**config.mk**
```make
export PLATFORM = sky130hd
export DESIGN_NAME = segDescFetch
export DESIGN_NICKNAME = d
export VERILOG_FILES = /design/src/rtl/segfetch_pkg.sv /design/src/rtl/segFetchCtrl.sv /design/src/rtl/segFetchPath.sv /design/src/rtl/segDescFetch.sv
export SDC_FILE = /design/constraint.sdc
export NUM_CORES = 1
export LEC_CHECK = 0
export BUFFER_PORTS_ARGS = -buffer_cell sky130_fd_sc_hd__buf_2
export CAP_MARGIN = 20
export CORE_ASPECT_RATIO = 1.1
export CORE_UTILIZATION = 50
export CTS_BUF_LIST = sky130_fd_sc_hd__clkbuf_4
export DETAILED_ROUTE_END_ITERATION = 8
export GPL_TIMING_DRIVEN = 0
export PLACE_DENSITY = 0.77
export SKIP_CTS_REPAIR_TIMING = 1
export SYNTH_ARGS = -nofsm -noshare
export SYNTH_HDL_FRONTEND = slang
export SYNTH_SLANG_ARGS = --single-unit
```
**constraint.sdc**
```tcl
create_clock -name clk -period 4.15 [get_ports clk]
set_clock_uncertainty 0.1 [all_clocks]
set_input_delay 0.6225 -clock clk [delete_from_list [all_inputs] [get_ports clk]]
set_output_delay 0.6225 -clock clk [all_outputs]
set_load 0.03 [all_outputs]
```
**src/rtl/segfetch_pkg.sv**
```systemverilog
package segfetch_pkg;

  localparam int DESC_W    = 32;
  localparam int SEL_W     = 16;
  localparam int BIT_GRAN  = 23;
  localparam int BIT_CLASS = 12;
  localparam int BIT_EXEC  = 11;
  localparam int BIT_READ  = 9;

  typedef enum logic [1:0] {
    ST_IDLE,
    ST_CHECK,
    ST_RD0,
    ST_RD1
  } fetchState_t;

  typedef struct packed {
    logic capture;
    logic readLow;
    logic readHigh;
    logic holdLow;
    logic finNull;
    logic finRange;
    logic finDesc;
  } pathCtrl_t;

endpackage

```
**src/rtl/segFetchCtrl.sv**
```systemverilog
module segFetchCtrl
  import segfetch_pkg::*;
(
  input  logic      clk,
  input  logic      rstN,
  input  logic      reqValid,
  input  logic      isNull,
  input  logic      rangeBad,
  output pathCtrl_t ctl,
  output logic      busy,
  output logic      memRdEn,
  output logic      done
);

  fetchState_t stateQ, stateD;

  always_comb begin
    ctl    = '0;
    stateD = stateQ;
    unique case (stateQ)
      ST_IDLE: begin
        if (reqValid) begin
          ctl.capture = 1'b1;
          stateD      = ST_CHECK;
        end
      end
      ST_CHECK: begin
        if (isNull) begin
          ctl.finNull = 1'b1;
          stateD      = ST_IDLE;
        end else if (rangeBad) begin
          ctl.finRange = 1'b1;
          stateD       = ST_IDLE;
        end else begin
          ctl.readLow = 1'b1;
          stateD      = ST_RD0;
        end
      end
      ST_RD0: begin
        ctl.readHigh = 1'b1;
        ctl.holdLow  = 1'b1;
        stateD       = ST_RD1;
      end
      ST_RD1: begin
        ctl.finDesc = 1'b1;
        stateD      = ST_IDLE;
      end
      default: stateD = ST_IDLE;
    endcase
  end

  always_ff @(posedge clk) begin
    if (!rstN) begin
      stateQ <= ST_IDLE;
      done   <= 1'b0;
    end else begin
      stateQ <= stateD;
      done   <= ctl.finNull | ctl.finRange | ctl.finDesc;
    end
  end

  assign busy    = (stateQ != ST_IDLE);
  assign memRdEn = ctl.readLow | ctl.readHigh;

endmodule

```
**src/rtl/segFetchPath.sv**
```systemverilog
module segFetchPath
  import segfetch_pkg::*;
#(
  parameter int ADDR_W = 32
) (
  input  logic                clk,
  input  logic                rstN,
  input  pathCtrl_t           ctl,
  input  logic [SEL_W-1:0]    selector,
  input  logic [ADDR_W-1:0]   gdtBase,
  input  logic [ADDR_W-1:0]   gdtLimit,
  input  logic [ADDR_W-1:0]   ldtBase,
  input  logic [ADDR_W-1:0]   ldtLimit,
  input  logic [DESC_W-1:0]   memRdData,
  output logic [ADDR_W-1:0]   memAddr,
  output logic                isNull,
  output logic                rangeBad,
  output logic                fault,
  output logic [SEL_W-1:0]    faultCode,
  output logic [DESC_W-1:0]   segBase,
  output logic [DESC_W-1:0]   segLimit,
  output logic [DESC_W-1:0]   segFlags
);

  localparam int RAW_LIM_W = 20;
  localparam int PAGE_W    = DESC_W - RAW_LIM_W;

  logic [SEL_W-1:2]  selIdxQ;
  logic [ADDR_W-1:0] tblBaseQ, tblLimitQ;
  logic [DESC_W-1:0] lowWordQ;

  logic [ADDR_W-1:0]    entryOff;
  logic [ADDR_W:0]      entryEnd;
  logic [DESC_W-1:0]    nextBase, nextLimit;
  logic [RAW_LIM_W-1:0] rawLimit;
  logic                 typeBad;

  // the table is picked once, when the request is taken
  always_ff @(posedge clk) begin
    if (!rstN) begin
      selIdxQ   <= '0;
      tblBaseQ  <= '0;
      tblLimitQ <= '0;
      lowWordQ  <= '0;
    end else begin
      if (ctl.capture) begin
        selIdxQ   <= selector[SEL_W-1:2];
        tblBaseQ  <= selector[2] ? ldtBase : gdtBase;
        tblLimitQ <= selector[2] ? ldtLimit : gdtLimit;
      end
      if (ctl.holdLow) lowWordQ <= memRdData;
    end
  end

  assign entryOff = ADDR_W'({selIdxQ[SEL_W-1:3], 3'b000});
  assign entryEnd = {1'b0, entryOff} + (ADDR_W+1)'(7);
  assign rangeBad = entryEnd > {1'b0, tblLimitQ};
  assign isNull   = (selIdxQ == '0);
  assign memAddr  = tblBaseQ + entryOff + (ctl.readHigh ? ADDR_W'(4) : ADDR_W'(0));

  // descriptor unpacking: memRdData holds the upper word here
  assign nextBase = {memRdData[31:24], memRdData[7:0], lowWordQ[31:16]};
  assign rawLimit = {memRdData[19:16], lowWordQ[15:0]};
  assign nextLimit = memRdData[BIT_GRAN] ? {rawLimit, {PAGE_W{1'b1}}}
                                         : {{PAGE_W{1'b0}}, rawLimit};
  assign typeBad  = !memRdData[BIT_CLASS] ||
                    (memRdData[BIT_EXEC] && !memRdData[BIT_READ]);

  always_ff @(posedge clk) begin
    if (!rstN) begin
      fault     <= 1'b0;
      faultCode <= '0;
      segBase   <= '0;
      segLimit  <= '0;
      segFlags  <= '0;
    end else begin
      fault <= ctl.finRange | (ctl.finDesc & typeBad);
      if (ctl.finRange || (ctl.finDesc && typeBad))
        faultCode <= {selIdxQ, 2'b00};
      if (ctl.finNull) begin
        segBase  <= '0;
        segLimit <= '0;
        segFlags <= '0;
      end else if (ctl.finDesc && !typeBad) begin
        segBase  <= nextBase;
        segLimit <= nextLimit;
        segFlags <= memRdData;
      end
    end
  end

endmodule

```
**src/rtl/segDescFetch.sv**
```systemverilog
module segDescFetch
  import segfetch_pkg::*;
#(
  parameter int ADDR_W = 32
) (
  input  logic              clk,
  input  logic              rstN,
  input  logic              reqValid,
  input  logic [15:0]       selector,
  input  logic [ADDR_W-1:0] gdtBase,
  input  logic [ADDR_W-1:0] gdtLimit,
  input  logic [ADDR_W-1:0] ldtBase,
  input  logic [ADDR_W-1:0] ldtLimit,
  output logic              memRdEn,
  output logic [ADDR_W-1:0] memAddr,
  input  logic [31:0]       memRdData,
  output logic              busy,
  output logic              done,
  output logic              fault,
  output logic [15:0]       faultCode,
  output logic [31:0]       segBase,
  output logic [31:0]       segLimit,
  output logic [31:0]       segFlags
);

  pathCtrl_t ctl;
  logic      isNull, rangeBad;

  segFetchCtrl uCtrl (
    .clk      (clk),
    .rstN     (rstN),
    .reqValid (reqValid),
    .isNull   (isNull),
    .rangeBad (rangeBad),
    .ctl      (ctl),
    .busy     (busy),
    .memRdEn  (memRdEn),
    .done     (done)
  );

  segFetchPath #(.ADDR_W(ADDR_W)) uPath (
    .clk       (clk),
    .rstN      (rstN),
    .ctl       (ctl),
    .selector  (selector),
    .gdtBase   (gdtBase),
    .gdtLimit  (gdtLimit),
    .ldtBase   (ldtBase),
    .ldtLimit  (ldtLimit),
    .memRdData (memRdData),
    .memAddr   (memAddr),
    .isNull    (isNull),
    .rangeBad  (rangeBad),
    .fault     (fault),
    .faultCode (faultCode),
    .segBase   (segBase),
    .segLimit  (segLimit),
    .segFlags  (segFlags)
  );

endmodule

```
==> Word-level counts from Yosys, hierarchy flattened <==
Index checks and enable logic that the tools add are counted.
{ "word_totals": {"regBits": 224, "inputBits": 179, "out_inout_bits": 148, "word_cells": 56} }
{ "classes": {"n_addsub": 3, "magnitude_cmp": 1, "n_eq_ne": 4, "n_mux": 19, "bitwise": 6, "n_reduce_logical": 12} }
{ "op_table": {"columns": ["cell", "count"], "rows": [
  ["32-bit 2-to-1 mux", 3],
  ["33-bit by 32-bit > comparator with 1-bit output", 1],
  ["32-bit by 16-bit adder with 32-bit output", 1],
  ["32-bit adder", 1],
  ["16-bit by 3-bit adder with 17-bit output, second input constant", 1],
  ["14-bit zero test", 1],
  ["2-bit 2-to-1 mux", 5],
  ["1-bit 2-to-1 mux", 9],
  ["2-bit case mux with 4 select lines", 1],
  ["2-bit equality test, second input constant", 2],
  ["1-bit bitwise OR", 4],
  ["1-bit logical AND", 3],
  ["1-bit zero test", 3],
  ["3-bit 2-to-1 mux", 1],
  ["2-bit by 1-bit equality test with 1-bit output, second input constant", 1],
  ["2-bit zero test", 1],
  ["1-bit logical OR", 2],
  ["2-bit != test, second input constant", 1],
  ["2-bit nonzero test", 1],
  ["2-bit OR reduction", 1],
  ["1-bit bitwise AND", 1],
  ["1-bit NOT", 1]
]} }

==> Depth between registers and ports, before layout <==
Gate-level depths: netlist of run 1.
{ "depth": {"word_depth": 7, "ltp_mapped": 13, "depth_no_buf": 10} }

==> By module <==
A second synthesis of run 1 with hierarchy kept.
{ "unflattened": {"hier_cells": 1076, "hier_area_um2": 9773.1} }
{ "by_module_without_submodules": {"columns": ["module", "instances", "cells_each", "area_per_inst_um2", "seq_area_each_um2"], "rows": [
  ["segFetchPath", 1, 1057, 9595.5, 4103.9],
  ["segFetchCtrl", 1, 19, 177.7, 60.1]
]} }

==> Worst setup path before layout of run 1 <==
OpenSTA, ideal clock, no wires.
{ "synth_path": {"kind": "reg-to-output", "from": "register uCtrl.stateQ[0]", "to": "output port memAddr[20]", "t_arrival_ps": 3379, "required_time_ps": 3428, "setup_slack_ps": 48, "stages_incl_launch_ff": 14, "n_path_buf": 3, "cell_sequence": "dfxtp_1 -> clkbuf_1 -> nand2b_1 -> clkbuf_1 -> inv_2 -> clkbuf_1 -> ha_1 -> fa_1 -> a211oi_2 -> o21bai_2 -> a2111oi_2 -> o31a_4 -> nor3_1 -> xor2_1"} }
{ "synth_between": {"elab_chain_cells": 4} }
{ "synth_rtl": {"columns": ["element", "line_no", "text"], "rows": [
  ["from (decl)", "segFetchCtrl.sv:15", "fetchState_t stateQ, stateD;"],
  ["from (signal assigned)", "segFetchCtrl.sv:57", "stateQ <= stateD;"],
  ["2-bit equality test", "segFetchCtrl.sv:20", "unique case (stateQ)"],
  ["2-bit 2-to-1 mux", "segFetchCtrl.sv:20", null],
  ["3-bit 2-to-1 mux", "segFetchPath.sv:59", "assign memAddr = tblBaseQ + entryOff + (ctl.readHigh ? ADDR_W'(4) : ADDR_W'(0));"],
  ["32-bit adder", "segFetchPath.sv:59", null],
  ["to (decl)", "segDescFetch.sv:15", "output logic [ADDR_W-1:0] memAddr,"]
]} }
No other way between the ends.

==> Final worst setup path of run 1 <==
{ "layout_path": {"from": "register uCtrl.stateQ[0]", "to": "output port memAddr[30]"} }
The elaborated chain is that of the path after synthesis.

==> flow_metrics.tcl, run 1 <==
set metrics [dict create \
    relSlewSlack_pct 46.8 \
    synth_top_cell_by_area "dfxtp_1" \
    fin_crit_sh_pct 98.2 \
    die_height_um 148 \
    drive_gt1_share_pct 29.8 \
    synth_top_area_share_pct 42.7 \
    die_x_um 135 \
    crit_fanout 8 \
    syn_area_um2 9740 \
    num-fill-cells 1658 \
    hpwlAfterDp_um 21700 \
    postPlaceCellArea_um2 11700 \
    worstPathArrival_ps 3350 \
    pwr_density_cell_nw_per_um2 386 \
    seq_area_um2 4170 \
    multi_input_area_um2 5080 \
    synth_cells 1139 \
    place_congestion 0.895 \
    grt_max_degree 16 \
    min_from "memRdData[20]" \
    rsz0062_at_grt "true" \
    topRoutingLayerUsed "met4" \
    grt_pass1_wl_um 43100 \
    grt_pass1_vias 8792 \
    required_ps 3430 \
    ys_ff_latch 208 \
    grt_overflow 0 \
    yosysWarnings 0 \
    max_freq_mhz 245 \
    hold_viol_final 0 \
    power.switching_mw 1.46 \
    worst_pin_slew_ps 793 \
    grt.total_usage_pct 27.3 \
    initialDrtViolationCount 443 \
    vias_per_cell 5.28 \
    met3_length_um 2110 \
    fin_total_pwr_mw 4.81 \
    synth_cell_types 52 \
    area_delta_synth_final_pct 28.0 \
    cp-start-kind "register" \
    nNetsFinal 1729 \
    wirelength_um 28300 \
    clkPwrFrac_pct 34.9 \
    synth_area_leaders "dfxtp_1, nand2_1, mux2i_1" \
    min-delay-path-class "in2reg" \
    routed-via-count 9535 \
    power_leakage_nw 6.44 \
    setup_viol 0 \
    r2r_end "uPath.faultCode[11]$_SDFFE_PN0P_" \
    clk_pin_slew_ps 70 \
    core_area_um2 19100 \
    insertion_delay_ps 670 \
    ant_nets 0 \
    synth_flop_cell "dfxtp_1" \
    rr_worst_depth 9 \
    final-max-slew-violation-count 0 \
    final_area_um2 12500 \
    wl_met2_um 13900 \
    setup_slack_ps 75.9 \
    finalCriticalPeriod_ps 4070 \
    wl_met1_um 11300 \
    cts_tree "yes" \
    run_status "finished, final reports clean" \
    preCtsSetupSlack_ps -427 \
    root_buffer "clkbuf_4" \
    setup.worst_path.end "memAddr[30]" \
    numCtsBuffers 51 \
    cts_sinks 208 \
    antenna_found_initial 1 \
    num_rows 53 \
    p_int_mw 3.36 \
    start_util_pct 51.0 \
    yosysMostFrequentCell "nand2_1" \
    drcViolationCount 0 \
    sw_frac_of_total_pct 30.2 \
    dieArea_um2 20000 \
    first_pass_iters 5 \
    clockBufferDepth 3 \
    cp-end-kind "output port" \
    h-tree-depth 2 \
    seq_area_frac_synth_pct 42.7 \
    io_buffers 319 \
    synth_edf_count 0 \
    ys_async_sr_fraction_pct 0 \
    irDropWorstVdd_mv 0.252 \
    pwr-share-seq_pct 45.8 \
    io_pins 327 \
    critPathKind "reg2out" \
    holdWs_ps 99.5 \
    wl_per_cell_um 15.7 \
    syn_avg_cell_area_um2 8.55 \
    cap_violations 0 \
    reg2reg_slack_ps 1490 \
    combPwrFrac_pct 19.3 \
    cp-startpoint "uCtrl.stateQ[0]$_SDFFE_PN0P_" \
    reg2reg_from "uPath.selIdxQ[11]$_SDFFE_PN0P_" \
    synth_common_cells "nand2_1, dfxtp_1, mux2i_1, a21oi_1, o211a_1" \
]
==> through the flow <==
stage                     cells  TNS [ps]  util [%]
after floorplan            1140         0         -
after global placement     1706     -3400      61.0
after detailed placement   1706     -3800      61.0
after CTS                  1795    -18100      64.4
after global routing       1806      -409      65.3
final                      1806         0      65.3
==> final cells by class <==
type	count	area share, %
diodes	1	0.0201
plain buffers	96	3.71
clock buffers	74	4.45
clock inverters	15	0.752
inverters	19	0.672
multi-input cells	813	40.7
flip-flops and latches	208	33.4
well taps	247	2.48
repair buffers	333	13.8
==> layout by cell type (no fill, tap or decap), drive strengths merged, types with 5 or more instances in the layout <==
cell / instances
o21ai: 10
a21o: 5
buf: 374
a211oi: 9
nor2: 35
xor2: 18
nand4: 9
nand2: 307
nand3: 21
clkinv: 13
mux2i: 86
dfxtp: 208
o211a: 65
a21boi: 49
a21oi: 82
ha: 27
nor4: 9
inv: 19
nor3: 31
xnor2: 9
clkbuf: 129
==> metal layers <==
layer	vias to the layer above	GRT usage [%]
li1	4701	-
met1	4386	31.6
met2	388	47.8
met3	60	6.41
met4	0	11.6
met5	-	0
==> state kept, by name, summed over array words and instances, names as in the netlist, named ones only <==
register,cells
uPath.lowWordQ,32
uPath.segFlags,32
uPath.segLimit,32
uPath.tblBaseQ,32
uPath.tblLimitQ,32
uPath.segBase,16
uPath.faultCode,14
uPath.selIdxQ,14
uCtrl.done,1
uCtrl.stateQ,1
uPath.fault,1
==> logic make-up (layout without fill, tap and decap cells) <==
logic type	Yosys count	in the layout	share of synthesized area, %
adders and majority gates	28	28	3.67
AOI/OAI and AO/OA	238	238	18.0
xor gates and xnor gates	27	27	2.43
and+or+nand+nor	432	432	18.6
other	1	3	0.0385
buffers and inverters	119	537	5.64
DFF	208	208	42.7
muxes	86	86	8.84
==> worst max-delay path, stage by stage (launching register included) <==
cell	delay [ps]
dfxtp_4	350
nand2b_4	190
clkinv_8	80
ha_4	180
fa_2	390
a211oi_2	210
o21bai_2	120
a2111oi_4	410
o31a_4	280
nor3_4	60
xor2_1	220
buf_4	190
==> power groups by stage <==
stage	Clock, mW	Sequential [mW]	Combinational, mW
global placement	0	2.24	0.881
floorplan	0	2.23	0.595
detailed placement	0	2.24	0.896
finish	1.68	2.20	0.927
CTS	1.71	2.20	0.900
global route	1.83	2.22	1.01
==> how the worst min path moves through the flow <==
stage | cells after the start | slack, ps | endpoint
2_1_floorplan | 2 | 330 | uPath.segBase[0]$_SDFFE_PP0P_
3_3_place_gp | 2 | 340 | uPath.segBase[13]$_SDFFE_PP0P_
3_5_place_dp | 2 | 340 | uPath.segBase[14]$_SDFFE_PP0P_
4_1_cts | 3 | 60 | uPath.lowWordQ[20]$_SDFFE_PN0N_
5_1_grt | 3 | 50 | uPath.lowWordQ[20]$_SDFFE_PN0N_
6_report | 3 | 100 | uPath.lowWordQ[20]$_SDFFE_PN0N_
Power figures use the tool's default switching activity.
==> inputs of run 2 (changes only) <==
Settings changed: PLACE_DENSITY 0.77 to 0.89.
==> flow_metrics.tcl, run 2 (same netlist as run 1, synthesis figures left out) <==
set metrics [dict create \
    run_status "finished, final reports clean" \
    routed-via-count 9712 \
    min-delay-path-class "in2reg" \
    antenna_found_initial 5 \
    tns_ps 0 \
    holdPathStages 3 \
    fin_total_pwr_mw 4.77 \
    cpLargestDelayFamily "compound AO/OA/AOI/OAI gates" \
    min_to "uPath.segFlags[20]$_SDFFE_PP0P_" \
    worstPathArrival_ps 3410 \
    worst-path-buf-inv 2 \
    r2r_end "uPath.faultCode[7]$_SDFFE_PN0P_" \
    grt_overflow 0 \
    worst_pin_slew_ps 853 \
    ant_nets 0 \
    hold_viol_final 0 \
    rr_worst_depth 9 \
    insertion_delay_ps 710 \
    max_stage_delay_ps 420 \
    pwr_density_cell_nw_per_um2 386 \
    irDropWorstVdd_mv 0.218 \
    slowest_stage "a2111oi_4" \
    final-max-slew-violation-count 0 \
    min_from "memRdData[20]" \
    place_congestion 0.883 \
    area_delta_synth_final_pct 27.0 \
    die_x_um 135 \
    final_util_pct 64.8 \
    clk_pin_slew_ps 70 \
    final_cell_mix "buf_2, nand2_1, dfxtp_1" \
    first_pass_iters 6 \
    start_util_pct 51.0 \
    final_common_cell "buf_2" \
    vias_per_cell 5.40 \
    root_buffer "clkbuf_4" \
    reg2reg_slack_ps 1430 \
    cp-end-kind "output port" \
    cts_sinks 208 \
    numCtsBuffers 51 \
    path_cells "nand2b_4 > inv_8 > ha_4 > fa_2 > a211oi_2 > o21bai_2 > a2111oi_4 > o31a_4 > nor3_2 > xor2_1 > buf_4" \
    dieArea_um2 20000 \
    wl_per_cell_um 16.3 \
    finalCriticalPeriod_ps 4130 \
    cts_tree "yes" \
    clockBufferDepth 3 \
    io_pins 327 \
    holdWs_ps 66.5 \
    num_rows 53 \
    initialDrtViolationCount 455 \
    relSlewSlack_pct 43.1 \
    max_freq_mhz 242 \
    drive_gt1_share_pct 29.4 \
    grt_pass1_wl_um 44400 \
    critPathKind "reg2out" \
    setup_viol 0 \
    fin_crit_sh_pct 99.5 \
    grt.total_usage_pct 28.3 \
    setup_slack_ps 18.9 \
    grt_max_degree 17 \
    rsz0062_at_grt "true" \
    hpwlAfterDp_um 22500 \
    required_ps 3430 \
    drcViolationCount 0 \
    core_area_um2 19100 \
    die_height_um 148 \
    preCtsSetupSlack_ps -357 \
    grt_pass1_vias 9080 \
    reg2reg_from "uPath.selIdxQ[11]$_SDFFE_PN0P_" \
    wirelength_um 29400 \
    crit_fanout 16 \
    cp-start-kind "register" \
    io_buffers 319 \
    power_leakage_nw 6.36 \
    h-tree-depth 2 \
    nNetsFinal 1718 \
    cap_violations 0 \
]
[run 2: final cells by class]
cell class / count / area [um2]
buffer: 96 / 463
antenna: 5 / 12.5
multi-input combinational: 813 / 5080
clock buffer: 73 / 548
tap: 247 / 309
sequential: 208 / 4170
inverter: 19 / 78.8
fill: 1580 / 6730
timing repair buffer: 322 / 1630
clock inverter: 15 / 77.6
[run 2: worst max-delay path by stage]
stage                                            start           to  slack [ps]  cells past startpoint
after floorplan           uCtrl.stateQ[0]$_SDFFE_PN0P_  memAddr[20]          50                     13
after global placement    uCtrl.stateQ[0]$_SDFFE_PN0P_  memAddr[30]        -350                     14
after detailed placement  uCtrl.stateQ[0]$_SDFFE_PN0P_  memAddr[30]        -360                     14
after CTS                 uCtrl.stateQ[0]$_SDFFE_PN0P_  memAddr[30]       -1150                     14
after global routing      uCtrl.stateQ[0]$_SDFFE_PN0P_  memAddr[30]        -100                     11
final                     uCtrl.stateQ[0]$_SDFFE_PN0P_  memAddr[30]          20                     11
[run 2: metrics by stage]
step                instances  area [um2]
finish                   1798       12400
global route             1797       12400
CTS                      1794       12300
detailed placement       1706       11700
global placement         1706       11700
floorplan                1140        9750
[run 2: layer usage]
metal,routed length (um),global-route usage [%],part of all wire (%)
met5,13,0,0.044
met4,1310,14.7,4.5
met1,10800,29.8,37
met3,2260,6.27,7.7
met2,15000,52.2,51
[run 2: power breakdown]
group	internal (mW)	leakage, nW	switching, mW
registers	2.11	1.70	0.101
logic	0.353	4.29	0.556
clock network	0.816	0.376	0.840
[run 2: tightest hold or removal path: stages]
cell and delay [ps]:
buf_2 110, nand2_1 50, a21oi_1 50
==> inputs of run 3 (changes only) <==
Clock period 4.15 ns to 4.19 ns, I/O delays scaled along.
==> flow_metrics.tcl, run 3 (same netlist as run 1, synthesis figures left out) <==
set metrics [dict create \
    irDropWorstVdd_mv 0.215 \
    numCtsBuffers 51 \
    antenna_found_initial 5 \
    pwr_density_cell_nw_per_um2 382 \
    place_congestion 0.883 \
    grt_pass1_vias 9080 \
    drcViolationCount 0 \
    setup_viol 0 \
    crit_fanout 16 \
    min-delay-path-class "in2reg" \
    start_util_pct 51.0 \
    power_leakage_nw 6.36 \
    area_delta_synth_final_pct 26.9 \
    relSlewSlack_pct 43.9 \
    routed-via-count 9694 \
    required_ps 3460 \
    rr_worst_depth 9 \
    drive_gt1_share_pct 29.4 \
    num-fill-cells 1581 \
    critPathKind "reg2out" \
    hold_viol_final 0 \
    final_common_cell "buf_2" \
    max_stage_delay_ps 420 \
    core_area_um2 19100 \
    fin_crit_sh_pct 98.9 \
    io_buffers 319 \
    first_pass_iters 6 \
    die_x_um 135 \
    run_status "finished, final reports clean" \
    cp-end-kind "output port" \
    insertion_delay_ps 700 \
    wirelength_um 29400 \
    slowest_stage "a2111oi_4" \
    io_pins 327 \
    r2r_end "uPath.faultCode[7]$_SDFFE_PN0P_" \
    num_rows 53 \
    grt_overflow 0 \
    tns_ps 0 \
    final_util_pct 64.7 \
    clk_pin_slew_ps 70 \
    grt_pass1_wl_um 44400 \
    die_height_um 148 \
    worstPathArrival_ps 3420 \
    grt_max_degree 17 \
    path_cells "nand2b_4 > inv_8 > ha_4 > fa_2 > a211oi_2 > o21bai_2 > a2111oi_4 > o31a_4 > nor3_2 > xor2_1 > buf_4" \
    cap_violations 0 \
    initialDrtViolationCount 429 \
    vias_per_cell 5.39 \
    min_to "uPath.segFlags[20]$_SDFFE_PP0P_" \
    root_buffer "clkbuf_4" \
    reg2reg_from "uPath.selIdxQ[11]$_SDFFE_PN0P_" \
    dieArea_um2 20000 \
    cp-start-kind "register" \
    clockBufferDepth 3 \
    multi_input_area_um2 5080 \
    hpwlAfterDp_um 22500 \
    worst_pin_slew_ps 841 \
    final_cell_mix "buf_2, nand2_1, dfxtp_1" \
    cts_sinks 208 \
    grt.total_usage_pct 28.3 \
    final-max-slew-violation-count 0 \
    cp-startpoint "uCtrl.stateQ[0]$_SDFFE_PN0P_" \
    reg2reg_slack_ps 1470 \
    h-tree-depth 2 \
    nNetsFinal 1718 \
    seq_area_um2 4170 \
    rsz0062_at_grt "true" \
    max_freq_mhz 241 \
    finalCriticalPeriod_ps 4140 \
    min_from "memRdData[20]" \
    ant_nets 0 \
    holdPathStages 3 \
    wl_per_cell_um 16.3 \
    cts_tree "yes" \
]
run 3: cell count changes in the layout (fill, tap and decap cells not counted):
cell / before / now
clkbuf_4: 74 / 73
buf_2: 326 / 328
buf_4: 29 / 28
run 3: where the power goes:
group / internal, mW / switching (mW) / total [mW]
combinational: 0.348 / 0.550 / 0.898
clock: 0.808 / 0.831 / 1.64
sequential: 2.09 / 0.100 / 2.19
total: 3.24 / 1.48 / 4.73
run 3: worst max path at each step:
stage | end | slack, ps | cells after the start
floorplan | memAddr[20] | 80 | 13
global placement | memAddr[30] | -310 | 14
detailed placement | memAddr[30] | -320 | 14
CTS | memAddr[30] | -1110 | 14
global route | memAddr[30] | -70 | 11
finish | memAddr[30] | 50 | 11
run 3: layout make-up:
class                           instances  share of cell area, %
Antenna cell                            5                  0.101
Inverter                               19                  0.638
Sequential cell                       208                   33.7
Timing Repair Buffer                  322                   13.2
Clock inverter                         15                  0.627
Clock buffer                           73                   4.43
Multi-Input combinational cell        813                   41.1
Tap cell                              247                   2.50
Buffer                                 96                   3.74
run 3: routing by layer:
| metal | part of all wire [%] | track usage [%] | vias to the layer above |
|---|---|---|---|
| li1 | - | - | 4682 |
| met1 | 37 | 29.8 | 4456 |
| met2 | 51 | 52.2 | 458 |
| met3 | 7.7 | 6.27 | 96 |
| met4 | 4.4 | 14.7 | 2 |
| met5 | 0.044 | 0 | - |
run 3: stage by stage:
stage                     total power, mW  instances  area, um2  hold WS [ps]  worst slack, ps
after floorplan                      2.80       1140       9750           332             82.4
after global placement               3.09       1706      11700           336             -313
after detailed placement             3.11       1706      11700           344             -323
after CTS                            4.74       1794      12300          36.2            -1110
after global routing                 4.94       1797      12400          61.4            -66.6
final                                4.73       1798      12400          77.8             45.6
run 3: worst max-delay path: cells and delay by family, from the launching register on:
| kind | cells | cell delay [ps] |
|---|---|---|
| adders and majority gates | 2 | 570 |
| xor gates and xnor gates | 1 | 230 |
| and+or+nand+nor | 2 | 240 |
| AOI/OAI and AO/OA | 4 | 1040 |
| buffers and inverters | 2 | 270 |
| DFF | 1 | 380 |
